<file path="src/rtl/oi_pkg.sv">
package oi_pkg;
  typedef enum logic [1:0] {
    CLS_ALU   = 2'd0,
    CLS_MAC   = 2'd1,
    CLS_LOAD  = 2'd2,
    CLS_STORE = 2'd3
  } op_cls_e;
endpackage

</file>
<file path="src/rtl/oi_tag_match.sv">
module oi_tag_match #(
  parameter int TAG_W = 4,
  parameter int N_SRC = 3
) (
  input  logic [TAG_W-1:0]            prod_tag_i,
  input  logic                        prod_wr_i,
  input  logic [N_SRC-1:0][TAG_W-1:0] src_tag_i,
  input  logic [N_SRC-1:0]            src_vld_i,
  output logic [N_SRC-1:0]            hit_o
);
  for (genvar s = 0; s < N_SRC; s++) begin : g_src
    assign hit_o[s] = prod_wr_i && src_vld_i[s] && (src_tag_i[s] == prod_tag_i);
  end
endmodule

</file>
<file path="src/rtl/oi_stage_rule.sv">
module oi_stage_rule
  import oi_pkg::*;
#(
  parameter int DIST = 1  // producer distance from decode, 1 = execute
) (
  input  logic [1:0] cls_i,
  input  logic       norm_hit_i,
  input  logic       acc_hit_i,
  output logic       haz_o
);
  op_cls_e cls;
  assign cls = op_cls_e'(cls_i);

  if (DIST == 1) begin : g_near
    always_comb begin
      unique case (cls)
        CLS_MAC:  haz_o = norm_hit_i;
        CLS_LOAD: haz_o = norm_hit_i || acc_hit_i;
        default:  haz_o = 1'b0;
      endcase
    end
  end else begin : g_far
    // accumulate is read a cycle late, a load two back is ready for it
    logic unused_acc;
    assign unused_acc = acc_hit_i;
    assign haz_o = (cls == CLS_LOAD) && norm_hit_i;
  end
endmodule

</file>
<file path="src/rtl/operand_interlock.sv">
module operand_interlock
  import oi_pkg::*;
#(
  parameter int TAG_W = 4
) (
  input  logic             clk_i,
  input  logic             rst_ni,
  input  logic             dec_valid_i,
  input  logic [1:0]       dec_cls_i,
  input  logic [TAG_W-1:0] dec_opa_tag_i,
  input  logic             dec_opa_vld_i,
  input  logic [TAG_W-1:0] dec_opb_tag_i,
  input  logic             dec_opb_vld_i,
  input  logic [TAG_W-1:0] dec_acc_tag_i,
  input  logic             dec_acc_vld_i,
  input  logic             ex_valid_i,
  input  logic [1:0]       ex_cls_i,
  input  logic [TAG_W-1:0] ex_dst_tag_i,
  input  logic             mem_valid_i,
  input  logic [1:0]       mem_cls_i,
  input  logic [TAG_W-1:0] mem_dst_tag_i,
  input  logic             wbuf_full_i,
  output logic             stall_o,
  output logic             bubble_o
);
  localparam int N_SRC   = 3;
  localparam int SRC_ACC = N_SRC - 1;
  localparam int N_STG   = 2;

  op_cls_e dec_cls;
  assign dec_cls = op_cls_e'(dec_cls_i);

  logic [N_SRC-1:0][TAG_W-1:0] src_tag;
  logic [N_SRC-1:0]            src_vld;
  assign src_tag = {dec_acc_tag_i, dec_opb_tag_i, dec_opa_tag_i};
  assign src_vld = {dec_acc_vld_i && (dec_cls == CLS_MAC), dec_opb_vld_i, dec_opa_vld_i};

  logic ex_wr, mem_wr, mem_shadow;
  assign ex_wr      = ex_valid_i && (ex_cls_i != CLS_STORE);
  assign mem_shadow = ex_wr && (ex_dst_tag_i == mem_dst_tag_i);
  assign mem_wr     = mem_valid_i && (mem_cls_i != CLS_STORE) && !mem_shadow;

  logic [N_STG-1:0][TAG_W-1:0] prod_tag;
  logic [N_STG-1:0][1:0]       prod_cls;
  logic [N_STG-1:0]            prod_wr;
  logic [N_STG-1:0]            stg_haz;
  assign prod_tag = {mem_dst_tag_i, ex_dst_tag_i};
  assign prod_cls = {mem_cls_i, ex_cls_i};
  assign prod_wr  = {mem_wr, ex_wr};

  for (genvar g = 0; g < N_STG; g++) begin : g_stg
    logic [N_SRC-1:0] hit;
    oi_tag_match #(.TAG_W(TAG_W), .N_SRC(N_SRC)) u_match (
      .prod_tag_i(prod_tag[g]),
      .prod_wr_i (prod_wr[g]),
      .src_tag_i (src_tag),
      .src_vld_i (src_vld),
      .hit_o     (hit)
    );
    oi_stage_rule #(.DIST(g + 1)) u_rule (
      .cls_i     (prod_cls[g]),
      .norm_hit_i(|hit[SRC_ACC-1:0]),
      .acc_hit_i (hit[SRC_ACC]),
      .haz_o     (stg_haz[g])
    );
  end

  logic store_block;
  assign store_block = (dec_cls == CLS_STORE) && wbuf_full_i;
  assign stall_o     = dec_valid_i && ((|stg_haz) || store_block);

  always_ff @(posedge clk_i or negedge rst_ni) begin
    if (!rst_ni) bubble_o <= 1'b0;
    else         bubble_o <= stall_o;
  end


  stall_needs_dec_chk: assert property (@(posedge clk_i) disable iff (!rst_ni)
    stall_o |-> dec_valid_i);


  store_full_stall_chk: assert property (@(posedge clk_i) disable iff (!rst_ni)
    (dec_valid_i && dec_cls_i == CLS_STORE && wbuf_full_i) |-> stall_o);


  fast_prod_no_stall_chk: assert property (@(posedge clk_i) disable iff (!rst_ni)
    (dec_valid_i && dec_cls_i != CLS_STORE &&
     (!ex_valid_i || ex_cls_i == CLS_ALU || ex_cls_i == CLS_STORE) &&
     (!mem_valid_i || mem_cls_i != CLS_LOAD)) |-> !stall_o);


  acc_only_no_stall_chk: assert property (@(posedge clk_i) disable iff (!rst_ni)
    (dec_valid_i && dec_cls_i == CLS_MAC && ex_valid_i && ex_cls_i == CLS_MAC &&
     !mem_valid_i && dec_acc_tag_i == ex_dst_tag_i &&
     !(dec_opa_vld_i && dec_opa_tag_i == ex_dst_tag_i) &&
     !(dec_opb_vld_i && dec_opb_tag_i == ex_dst_tag_i)) |-> !stall_o);


  store_prod_no_stall_chk: assert property (@(posedge clk_i) disable iff (!rst_ni)
    (dec_cls_i != CLS_STORE && ex_cls_i == CLS_STORE && mem_cls_i == CLS_STORE) |-> !stall_o);
endmodule

</file>
<file path="config.mk">
export PLATFORM = sky130hd
export DESIGN_NAME = operand_interlock
export DESIGN_NICKNAME = d
export VERILOG_FILES = /design/src/rtl/oi_pkg.sv /design/src/rtl/oi_tag_match.sv /design/src/rtl/oi_stage_rule.sv /design/src/rtl/operand_interlock.sv
export SDC_FILE = /design/constraint.sdc
export NUM_CORES = 1
export LEC_CHECK = 0
export ABC_AREA = 0
export BUFFER_PORTS_ARGS = -buffer_cell sky130_fd_sc_hd__buf_2
export CAP_MARGIN = 20
export CORE_AREA = 5 5 42 44
export DETAILED_ROUTE_END_ITERATION = 12
export DIE_AREA = 0 0 47 49
export HOLD_SLACK_MARGIN = 0.12
export MAX_ROUTING_LAYER = met4
export PLACE_DENSITY = 0.67
export SETUP_SLACK_MARGIN = 0.4
export SLEW_MARGIN = 20
export SYNTH_ARGS = -nofsm -noshare
export SYNTH_HDL_FRONTEND = slang
export SYNTH_SLANG_ARGS = --single-unit
</file>
<file path="constraint.sdc">
create_clock -name clk_i -period 2.8 [get_ports clk_i]
set_clock_uncertainty 0.1 [all_clocks]
set_input_delay 0.28 -clock clk_i [delete_from_list [all_inputs] [get_ports clk_i]]
set_output_delay 0.28 -clock clk_i [all_outputs]
set_load 0.005 [all_outputs]
</file>
## Yosys cells after proc, flatten, opt, wreduce, memory -nomap -nowiden

Index checks and enable logic that the tools add are counted.

| operators by class | value |
|---|---|
| $add $sub $neg | 0 |
| $mul | 0 |
| div/mod/pow operators | 0 |
| $lt $le $gt $ge | 0 |
| eq/ne operators | 13 |
| shift operators | 0 |
| mux-type cells | 1 |
| bitwise logic cells | 0 |
| reductions and logical operators | 24 |

Operator list:

| kind | number |
|---|---|
| $eq A4 B4 Y1 | 6 |
| $logic_and A1 B1 Y1 | 18 |
| $eq A2 B2 Y1 const B | 3 |
| $reduce_or A2 Y1 | 3 |
| $eq A2 B1 Y1 const B | 2 |
| $ne A2 B2 Y1 const B | 2 |
| $logic_or A1 B1 Y1 | 2 |
| $pmux W1 S2 | 1 |
| $logic_not A1 Y1 | 1 |

| storage, ports and cells | value |
|---|---|
| register bits after elaboration | 1 |
| bits in latches | 0 |
| memory bits (writable) | 0 |
| bits in read-only memories | 0 |
| bits of input ports | 35 |
| output and inout port bits | 2 |
| memories kept | 0 |

## Logic depth before layout (Yosys ltp)

| logic depth | value |
|---|---|
| word-level depth | 12 |
| gate-level depth with buffers | 7 |
| mapped depth without buffers | 7 |

## Cells and area by module

Synthesis repeated with hierarchy kept, for this count alone.

| second synthesis, totals | value |
|---|---|
| cells, all modules | 67 |
| area, all modules | 508.0 sq um |

By module, submodules not included:

| module | times used | cells each | area each (sq um) | sequential area each (sq um) |
|---|---|---|---|---|
| oi_tag_match | 2 | 22 | 165.2 | 0.0 |
| operand_interlock | 1 | 15 | 122.6 | 25.0 |
| oi_stage_rule at g_stg[0].u_rule | 1 | 7 | 46.3 | 0.0 |
| oi_stage_rule at g_stg[1].u_rule | 1 | 1 | 8.8 | 0.0 |

## Least setup slack after synthesis

OpenSTA, ideal clock, no wires.

| timing path | value |
|---|---|
| kind | in2out |
| from | input ex_cls_i[0] |
| to | output stall_o |
| arrival time | 1093 ps |
| required time | 2420 ps |
| setup slack | 1327 ps |
| cell stages on the path | 6 |
| buffers on the path | 0 |
| cells stage by stage | inv_1 > ha_1 > nor3b_1 > o21ai_0 > a21oi_1 > o21a_1 |

| between the ends | value |
|---|---|
| cells in the longest elaborated chain, start to end | 12 |

Ends and longest elaborated chain:

| item | line | text |
|---|---|---|
| from (decl) | operand_interlock.sv:17 | `input logic [1:0] ex_cls_i,` |
| $ne A2 B2 Y1 | operand_interlock.sv:39 | `assign ex_wr = ex_valid_i && (ex_cls_i != CLS_STORE);` |
| $logic_and A1 B1 Y1 | operand_interlock.sv:39 |  |
| $logic_and A1 B1 Y1 | operand_interlock.sv:40 | `assign mem_shadow = ex_wr && (ex_dst_tag_i == mem_dst_tag_i);` |
| $logic_not A1 Y1 | operand_interlock.sv:41 | `assign mem_wr = mem_valid_i && (mem_cls_i != CLS_STORE) && !mem_shadow;` |
| $logic_and A1 B1 Y1 | operand_interlock.sv:41 |  |
| $logic_and A1 B1 Y1 (2 in a row) | oi_tag_match.sv:12 | `assign hit_o[s] = prod_wr_i && src_vld_i[s] && (src_tag_i[s] == prod_tag_i);` |
| $reduce_or A2 Y1 | operand_interlock.sv:62 | `.norm_hit_i(\|hit[SRC_ACC-1:0]),` |
| $logic_and A1 B1 Y1 | oi_stage_rule.sv:26 | `assign haz_o = (cls == CLS_LOAD) && norm_hit_i;` |
| $reduce_or A2 Y1 (*) | operand_interlock.sv:70 | `assign stall_o = dec_valid_i && ((\|stg_haz) \|\| store_block);` |
| $logic_or A1 B1 Y1 (*) | operand_interlock.sv:70 |  |
| $logic_and A1 B1 Y1 (*) | operand_interlock.sv:70 |  |
| to (decl) | operand_interlock.sv:23 | `output logic stall_o,` |

Mark *: on every way between the ends. The rest lies on a longest branch, timed or not.

## Final worst setup path

Same ends and word-level chain as after synthesis.

==> summary.txt <==
Global routing
  • Total GRT Usage: 0.09791
  • Initial antenna violation count: 0
  • Number of global-route vias before repair: 459
  • Largest net degree at the start of global routing: 5
  • GRT overflow: 0
  • First-pass GRT wire length: 1766 µm

Timing
  • Maximum clock frequency: 552.2 MHz
  • Part of the cycle the worst path needs: 0.6468
  • Slew headroom: 0.8475
  • Setup TNS: 0 ns
  • Hold Fails Final Rpt: 0
  • Count of pins over their slew limit: 0
  • Unrepaired setup endpoints after global routing: no
  • Clock period minus worst slack: 1.811 ns
  • Finish-stage setup viols: 0
  • Slew at the pin closest to its max-slew limit: 0.2267 ns

Synthesis
  • Post-synthesis cell area: 399.1 µm²
  • Number of synthesized register bits: 1
  • Most common cell in the netlist: xor2_1
  • Number of synthesized flops with an enable pin: 0
  • Post-Syn Area per Cell: 7.983 µm²
  • Async set or reset register ratio after synthesis: 1.000
  • Top area cells in the synthesized netlist: xor2_1, xnor2_1, ha_1, nand4b_1, dfrtp_1
  • Ys flop type: dfrtp_1
  • Post-synth net total: 88
  • Seq/Total Area, Yosys: 0.06270
  • Ys Warns: 0
  • Top cells by count, synth: xor2_1, xnor2_1, nor3_1
  • Dominant cell type by area after synthesis: xor2_1
  • Yosys cell types: 16
  • Share of the synthesized area in the top cell type: 0.3511
  • Mapped Cells: 50

Min path
  • Hold crit path type: primary input to flop

Setup path
  • Max FO, Critical Path: 3
  • CP arrival: 1.43 ns
  • Crit path kind: primary input to output pin
  • Worst Setup Start Kind: primary input
  • Worst Path Required: 2.42 ns
  • Crit end category: output pin

Pwr
  • Max VDD drop: 58.25 µV
  • P_leak: 0.3006 nW
  • Pwr Density: 151.5 mW/mm²

Finish
  • Nets: 127
  • Largest Register: bubble_o
  • Layout cells sized above 1: 0.4138
  • Post-Layout Cell Count: 103
  • # diodes: 0
  • Fillers: 156
  • Registers with the most flip-flops: bubble_o x1
  • Max reg flops: 1
  • Layout area overhead: 52.66%

Job
  • # Max-Cap Violations: 0

Floorplan
  • Core area: 0.001401 mm²
  • Starting Density: 0.2848
  • Die height: 49 µm
  • Cell Rows: 14
  • Boundary Pins: 37
  • Die ar.: 0.002303 mm²
  • Die Width: 47 µm

Routing
  • Post-route ant nets: 0
  • Final wirelength: 1123 µm
  • First-pass DRT Iterations: 4
  • Drt drc: 0
  • Routed len/inst: 10.90 µm
  • DR vias: 475
  • Drt initial violations: 5
  • Routed vias/inst: 4.612

Outcome
  • Status: finished clean

CTS
  • Setup bufs post-CTS: 0
  • Clk slew on worst S/H paths: 0 ns
  • Hold_buf cts: 1
  • # resized after CTS: 0

Placement
  • IO Port Bufs: 36
  • Placed cells: 102
  • Post-DP HPWL: 1064 µm
  • Routability Congestion: 0.7920
-- area by class of cell --
cell class                 count  area [µm²]  area share
multi-input combinational     47       366.6      0.6016
timing repair buffer          37       190.2      0.3121
sequential                     1       25.02     0.04107
tap                           16       20.02     0.03285
inverter                       2       7.507     0.01232
-- cells by family (layout without fill, tap and decap cells) --
logic type	count (synthesis)	after routing	synth area share
XOR/XNOR	24	24	0.5266
AND/OR/NAND/NOR	14	14	0.2100
AO/OA/AOI/OAI	6	6	0.08774
adder cells (fa/ha/maj)	3	3	0.09405
buffers and inverters	2	39	0.01882
flip-flops	1	1	0.06269
-- path summary, 6_finish.rpt --
| check | slack [ns] | cells past startpoint | end | startpoint |
|---|---|---|---|---|
| hold / removal | 0.43 | 2 | bubble_o | dec_valid_i |
| min in group asynchronous | 0.49 | 2 | bubble_o | rst_ni |
| setup / recovery | 0.99 | 9 | stall_o | ex_cls_i[0] |
| max in group asynchronous | 2.02 | 2 | bubble_o | rst_ni |
-- worst max-delay path, cell delays in order --
cell      delay, ns
buf_2          0.11
inv_1          0.05
ha_1           0.17
nand4b_1       0.11
nor3_1         0.20
a31oi_1        0.06
a21oi_1        0.16
o21a_1         0.16
buf_2          0.11
-- report_power, final --
group          internal (mW)  switching [mW]  total, mW
registers             0.0152       0.0000925     0.0153
clock network              0               0          0
logic                 0.0417          0.0353     0.0771
total                 0.0569          0.0354     0.0923
-- layer usage --
| layer | GRT usage | part of all wire |
|---|---|---|
| met1 | 0.1307 | 0.37 |
| met2 | 0.1719 | 0.56 |
| met3 | 0 | 0.063 |
| met4 | 0 | 0 |
| met5 | - | 0 |
-- placed cells by master, fill, tap and decap left out --
cell type | synthesis | final
xor2_1 | 16 | 16
o21ai_1 | 1 | 1
o21a_1 | 1 | 1
nand4b_1 | 3 | 3
a21oi_1 | 1 | 1
a31oi_1 | 2 | 2
ha_1 | 3 | 3
nand3_1 | 3 | 3
o21ai_0 | 1 | 1
nand2_1 | 1 | 1
buf_2 | 0 | 36
nor4_1 | 1 | 1
nor3_1 | 5 | 5
inv_1 | 2 | 2
xnor2_1 | 8 | 8
nor3b_1 | 1 | 1
dlygate4sd3_1 | 0 | 1
dfrtp_1 | 1 | 1
-- metrics by stage --
step / util / hold slack, ns / power [mW] / instance area [µm²] / setup WS (ns)
floorplan: - / -0.1156 / 0.05038 / 399.1 / 1.327
global placement: 0.4277 / -0.04495 / 0.09137 / 599.3 / 1.024
detailed placement: 0.4277 / -0.04200 / 0.09186 / 599.3 / 0.9774
CTS: 0.4348 / 0.4246 / 0.09335 / 609.3 / 0.9725
global route: 0.4348 / 0.4587 / 0.1011 / 609.3 / 0.8122
finish: 0.4348 / 0.4277 / 0.09234 / 609.3 / 0.9889
(Power assumes the default switching activity.)
